[src/rtl/flash_line_prefetch.sv]
module flash_line_prefetch #(
  parameter int AW = 16,
  parameter int NW = 4
) (
  input  logic                      clk,
  input  logic                      rst_n,
  input  logic                      pf_en,
  input  logic                      inval,
  input  logic                      rd_req,
  input  logic [AW-1:0]             rd_addr,
  input  logic [$clog2(NW)-1:0]     rd_len,
  output logic                      rd_gnt,
  output logic                      rd_valid,
  output logic [63:0]               rd_data,
  output logic                      rd_hit,
  output logic                      rd_last,
  output logic                      rd_ecc_err,
  output logic                      arr_req,
  output logic [AW-$clog2(NW)-1:0]  arr_line,
  input  logic                      arr_valid,
  input  logic [NW*64-1:0]          arr_data,
  input  logic [NW*8-1:0]           arr_ecc
);
  localparam int OW = $clog2(NW);
  localparam int TW = AW - OW;

  typedef enum logic [1:0] {S_IDLE, S_FETCH, S_BURST} st_t;

  function automatic logic [7:0] ecc_of(input logic [63:0] d);
    logic [7:0] c;
    c = '0;
    for (int i = 0; i < 64; i++) begin
      for (int k = 0; k < 7; k++)
        if ((((i + 1) >> k) & 1) == 1) c[k] = c[k] ^ d[i];
      c[7] = c[7] ^ d[i];
    end
    return c;
  endfunction

  function automatic logic [64:0] ecc_fix(input logic [63:0] d, input logic [7:0] e);
    logic [7:0]  s;
    logic [63:0] o;
    s = ecc_of(d) ^ e;
    o = d;
    if (s[7])
      for (int i = 0; i < 64; i++)
        if (s[6:0] == 7'(i + 1)) o[i] = ~o[i];
    return {|s, o};
  endfunction

  st_t                    st;
  logic                   cur_v, pf_v, busy, fkind, fdrop, need, hit_r;
  logic [TW-1:0]          cur_tag, pf_tag, ftag, req_tag;
  logic [NW-1:0][63:0]    cur_d, pf_d;
  logic [NW-1:0][7:0]     cur_e, pf_e;
  logic [OW-1:0]          ofs, left;

  logic [TW-1:0] rtag;
  logic [OW-1:0] rofs, lim, nleft;
  logic          hit_cur, hit_pf, issue_dem, issue_pf;
  logic [64:0]   fixed;

  assign rtag    = rd_addr[AW-1:OW];
  assign rofs    = rd_addr[OW-1:0];
  assign lim     = ~rofs;
  assign nleft   = (rd_len > lim) ? lim : rd_len;
  assign hit_cur = !inval && cur_v && cur_tag == rtag;
  assign hit_pf  = !inval && pf_en && pf_v && pf_tag == rtag;

  assign rd_gnt    = rd_req && st == S_IDLE;
  assign issue_dem = st == S_FETCH && need && !busy;
  assign issue_pf  = st == S_BURST && pf_en && cur_v && !pf_v && !busy && !inval;
  assign arr_req   = issue_dem || issue_pf;
  assign arr_line  = issue_pf ? cur_tag + 1'b1 : req_tag;

  assign fixed      = ecc_fix(cur_d[ofs], cur_e[ofs]);
  assign rd_valid   = st == S_BURST;
  assign rd_data    = fixed[63:0];
  assign rd_ecc_err = rd_valid && fixed[64];
  assign rd_last    = rd_valid && left == '0;
  assign rd_hit     = rd_valid && hit_r;

  always_ff @(posedge clk) begin
    if (!rst_n) begin
      st <= S_IDLE;
      cur_v <= 1'b0; pf_v <= 1'b0; busy <= 1'b0; fkind <= 1'b0;
      fdrop <= 1'b0; need <= 1'b0; hit_r <= 1'b0;
      cur_tag <= '0; pf_tag <= '0; ftag <= '0; req_tag <= '0;
      cur_d <= '0; pf_d <= '0; cur_e <= '0; pf_e <= '0;
      ofs <= '0; left <= '0;
    end else begin
      if (arr_valid && busy) begin
        busy <= 1'b0;
        if (!fdrop) begin
          if (fkind) begin
            pf_v <= 1'b1; pf_tag <= ftag; pf_d <= arr_data; pf_e <= arr_ecc;
          end else begin
            cur_v <= 1'b1; cur_tag <= ftag; cur_d <= arr_data; cur_e <= arr_ecc;
            st <= S_BURST;
          end
        end
      end
      if (arr_req) begin
        busy  <= 1'b1;
        fkind <= issue_pf;
        ftag  <= arr_line;
        fdrop <= 1'b0;
        if (issue_dem) need <= 1'b0;
      end
      case (st)
        S_IDLE: if (rd_gnt) begin
          ofs <= rofs; left <= nleft; req_tag <= rtag;
          if (hit_cur) begin
            st <= S_BURST; hit_r <= 1'b1;
          end else if (hit_pf) begin
            cur_v <= 1'b1; cur_tag <= pf_tag; cur_d <= pf_d; cur_e <= pf_e;
            pf_v <= 1'b0; st <= S_BURST; hit_r <= 1'b1;
          end else begin
            st <= S_FETCH; need <= 1'b1; hit_r <= 1'b0; pf_v <= 1'b0;
            if (busy) fdrop <= 1'b1;
          end
        end
        S_BURST: begin
          ofs  <= ofs + 1'b1;
          left <= left - 1'b1;
          if (left == '0) st <= S_IDLE;
        end
        default: ;
      endcase
      if (inval) begin
        cur_v <= 1'b0;
        pf_v  <= 1'b0;
        if (busy || arr_req) fdrop <= 1'b1;
        if (st == S_FETCH) begin
          need <= 1'b1;
          st   <= S_FETCH;
        end
      end
    end
  end

  assert_hit_timing_R2: assert property (@(posedge clk) disable iff (!rst_n)
    rd_gnt |=> (rd_valid == rd_hit));
  assert_burst_contig_R3: assert property (@(posedge clk) disable iff (!rst_n)
    (rd_valid && !rd_last) |=> rd_valid);
  assert_gap_after_last_R3: assert property (@(posedge clk) disable iff (!rst_n)
    (rd_valid && rd_last) |=> !rd_valid);
  assert_pulse_req_R10: assert property (@(posedge clk) disable iff (!rst_n)
    arr_req |=> !arr_req);
  assert_no_pf_when_off_R7: assert property (@(posedge clk) disable iff (!rst_n)
    (arr_req && !pf_en) |-> !rd_valid);
  assert_inval_miss_R9: assert property (@(posedge clk) disable iff (!rst_n)
    (rd_gnt && $past(inval)) |=> !rd_hit);
endmodule

[config.mk]
export PLATFORM = sky130hd
export DESIGN_NAME = flash_line_prefetch
export DESIGN_NICKNAME = d
export VERILOG_FILES = /design/src/rtl/flash_line_prefetch.sv
export SDC_FILE = /design/constraint.sdc
export NUM_CORES = 2
export LEC_CHECK = 0
export CAP_MARGIN = 20
export CORE_ASPECT_RATIO = 0.8
export CORE_MARGIN = 4
export CORE_UTILIZATION = 40
export CTS_CLUSTER_DIAMETER = 30
export DETAILED_ROUTE_END_ITERATION = 7
export MAX_ROUTING_LAYER = met4
export SYNTH_ARGS = -nofsm -noshare
export SYNTH_HDL_FRONTEND = slang
export SYNTH_SLANG_ARGS = --single-unit
[constraint.sdc]
create_clock -name clk -period 4 [get_ports clk]
set_input_delay 0.6 -clock clk [delete_from_list [all_inputs] [get_ports clk]]
set_output_delay 0.6 -clock clk [all_outputs]
set_load 0.005 [all_outputs]
==> flow_metrics.py <==
metrics = {
    "global_route": {
        "grt_pass1_wl_um": 165000,
        "grt_usage": 0.2641,
        "grt_overflow": 0,
        "antenna_found_initial": 9,
        "grt_max_degree": 148,
        "grt_pass1_vias": 26640,
    },
    "placement": {
        "port_buffers": 395,
        "place.gp.congestion": 0.8465,
        "dp.cells": 5015,
        "dpl.hpwl_um": 75220,
    },
    "die": {
        "die_area_mm2": 0.08351,
        "start_util": 0.4066,
        "chipHeight_um": 259.3,
        "io_pins": 396,
        "core-area_mm2": 0.07765,
        "rows": 91,
        "die_x_um": 322.1,
    },
    "setup_path": {
        "endpoint_kind": "primary output",
        "path_class": "register to primary output",
        "cp-start-kind": "register",
        "crit_arrival_ns": 4.89,
        "crit_path_cell_trace": "buf_12 -> buf_16 -> buf_12 -> mux4_2 -> buf_6 -> xnor3_2 -> xnor3_2 -> xnor2_2 -> xor3_2 -> buf_4 -> xor2_2 -> or3_4 -> buf_12 -> buf_12 -> nor3_4 -> xor2_2 -> buf_2",
        "r2r_cells": 7,
        "max_stage_delay_ns": 0.52,
        "critPathRequiredTime_ns": 3.40,
        "cp_common_cell": "buf_12",
        "cp_slowest_cell": "mux4_2",
        "crit_fanout": 4,
    },
    "sta": {
        "finalCriticalPeriod_ns": 5.489,
        "finalCritPeriodShare": 1.372,
        "max_slew.worst_pin.slew_ns": 0.9582,
        "finalClockSkew_ns": 0.02845,
        "rsz0062_at_grt": "true",
        "setup_viol": 65,
        "relSlewSlack": 0.3612,
        "hold_viol": 0,
        "layout_setup_ws_ns": -1.489,
        "fmax_mhz": 182.2,
        "drv_slew": 0,
    },
    "cts": {
        "clk_path_buf_depth": 3,
        "h-tree-depth": 4,
        "cts.sinks": 645,
        "cts_root_buffer": "clkbuf_16",
        "cts_tree": "done",
        "numCtsBuffers": 135,
        "clock_latency_ns": 0.71,
        "path_clk_slew_ns": 0.05,
    },
    "pwr": {
        "leakage_nw": 20.27,
        "p_per_area_mw_per_mm2": 515.5,
        "power_mw": 23.09,
        "clockPowerShare": 0.487,
        "internal_power_mw": 16.70,
        "swShare": 0.2766,
        "p_seq_frac": 0.285,
        "ir_worst_vdd_mv": 0.4751,
        "p_sw_mw": 6.385,
        "p_comb_frac": 0.228,
    },
    "finish": {
        "nets": 4529,
        "drive_gt1_frac": 0.2059,
        "num-fill-cells": 6916,
        "fin_cells": 5348,
        "areaGrowthSynthToFinish_pct": 41.84,
    },
    "logic_synthesis": {
        "synth_area_per_cell_um2": 8.635,
        "synth_common_cells": "1272 x nand2_1, 645 x dfxtp_1, 344 x nand3_1, 329 x a21boi_0, 302 x o211a_1",
        "synth.most_common_cell": "nand2_1",
        "synth_top_area_frac": 0.4090,
        "ys.flop_type": "dfxtp_1",
        "synth_edf_count": 0,
        "syn_nets": 3973,
        "postSynthRegisterBits": 645,
        "yosysWarnings": 0,
        "synthTopCellsByArea": "dfxtp_1 41%, nand2_1 15%, o211a_1 9.6%",
        "synth-async-reset-ratio": 0,
        "synth_cells": 3656,
        "synth_area_mm2": 0.03157,
        "synth.distinct_cells": 61,
        "synth_top_cell_by_area": "dfxtp_1",
        "seq_area_frac_synth": 0.4090,
    },
    "min_path": {
        "worstHoldPathCells": 2,
        "hold_path_class": "input pin to register",
    },
    "route": {
        "drc": 0,
        "dr.pass1.iters": 6,
        "dr_total_vias": 28400,
        "drt_iter0_markers": 2310,
        "final_antenna_net_count": 0,
        "vias_per_cell": 5.311,
        "wl_per_cell_um": 20.82,
        "routed_wl_um": 111400,
    },
    "outcome": {
        "violations": "setup timing",
        "status": "complete, but fails checks",
    },
    "job": {
        "timing.max_cap.violations": 0,
    },
}
[repair_timing]
action,4_1_cts,5_1_grt
cloned,1,1
resized for setup,430,132
setup endpoints to repair,65,65
hold buffers,0,0
pin swaps,101,75
setup buffers,49,40
[layer usage]
metal	global-route usage	routed length, µm	share of wire
met2	0.3963	50200	0.45
met3	0.04802	7162	0.064
met1	0.3705	52180	0.47
met5	-	0	0
met4	0.06344	1819	0.016
[flip-flops by register name, summed over array words and instances (netlist names), 2 cells and up]
| signal | flops |
|---|---|
| cur_d | 256 |
| pf_d | 256 |
| cur_e | 32 |
| pf_e | 32 |
| cur_tag | 14 |
| ftag | 14 |
| pf_tag | 14 |
| req_tag | 14 |
| left | 2 |
| ofs | 2 |
| st | 2 |
[area by class of cell]
| type | instances | area, µm² | share of cell area |
|---|---|---|---|
| Multi-Input combinational cell | 2688 | 18670 | 0.4170 |
| Sequential cell | 645 | 12920 | 0.2885 |
| Timing Repair Buffer | 728 | 7212 | 0.1611 |
| Clock buffer | 177 | 3841 | 0.08578 |
| Tap cell | 1023 | 1280 | 0.02858 |
| Clock inverter | 65 | 780.7 | 0.01744 |
| Inverter | 14 | 52.55 | 0.001174 |
| Antenna cell | 8 | 20.02 | 0.0004471 |
[path summary, 6_finish.rpt]
kind                                from                     end  slack [ns]
hold reg to reg    pf_d[43]$_SDFFE_PN0P_   pf_d[43]$_SDFFE_PN0P_        0.46
setup / recovery     ofs[0]$_SDFFE_PN0P_              rd_data[9]       -1.49
hold / removal                     rst_n  cur_tag[11]$_SDFF_PN0_        0.42
setup reg to reg  cur_tag[10]$_SDFF_PN0_   cur_d[221]$_SDFF_PN0_        1.34
[layout by cell type (no fill, tap or decap), drive strengths merged, types with 9 or more instances in the layout]
cell,n
a21boi,329
clkinvlp,13
nor3,30
buf,398
xnor3,29
o211a,302
inv,23
bufinv,13
clkinv,30
o21ai,14
nand3,344
mux4,72
xnor2,115
nor3b,9
clkbuf,177
dfxtp,645
nand2,1274
xor2,69
clkdlybuf4s50,329
nor2,19
[power groups by stage]
stage               clock network (mW)  logic (mW)  registers (mW)
finish                            11.2        5.27            6.58
global route                      11.7        5.48            6.58
CTS                               11.4        4.61            6.58
detailed placement                   0        3.77            6.71
global placement                     0        3.76            6.70
floorplan                            0        1.86            6.67
[worst max-delay path: cells and delay by family, from the launching register on]
family / cells / cell delay [ns]
buffers and inverters: 8 / 1.08
xor gates and xnor gates: 6 / 1.68
and+or+nand+nor: 2 / 0.56
DFF: 1 / 0.36
muxes: 1 / 0.52
[kinds of logic after synthesis]
family	share of synthesized area
muxes	0.05846
AOI/OAI and AO/OA	0.1810
buffers and inverters	0.04502
DFF	0.4090
xor gates and xnor gates	0.07903
and+or+nand+nor	0.2255
adders and majority gates	0.001982
[metrics by stage]
stage          TNS (ns)  utilization  instance area (µm²)  setup WS (ns)  hold slack, ns
2_1_floorplan    -9.865            -                31980        -0.2507          0.4400
5_1_grt          -97.42       0.5767                44780         -1.623          0.4295
6_report         -87.60       0.5767                44780         -1.489          0.4200
3_5_place_dp     -80.73       0.4918                38190         -1.428          0.4562
4_1_cts          -94.04       0.5649                43870         -1.570          0.3896
3_3_place_gp     -78.19       0.4918                38190         -1.425          0.4503
Note: power is estimated with default switching activity, not from simulation.
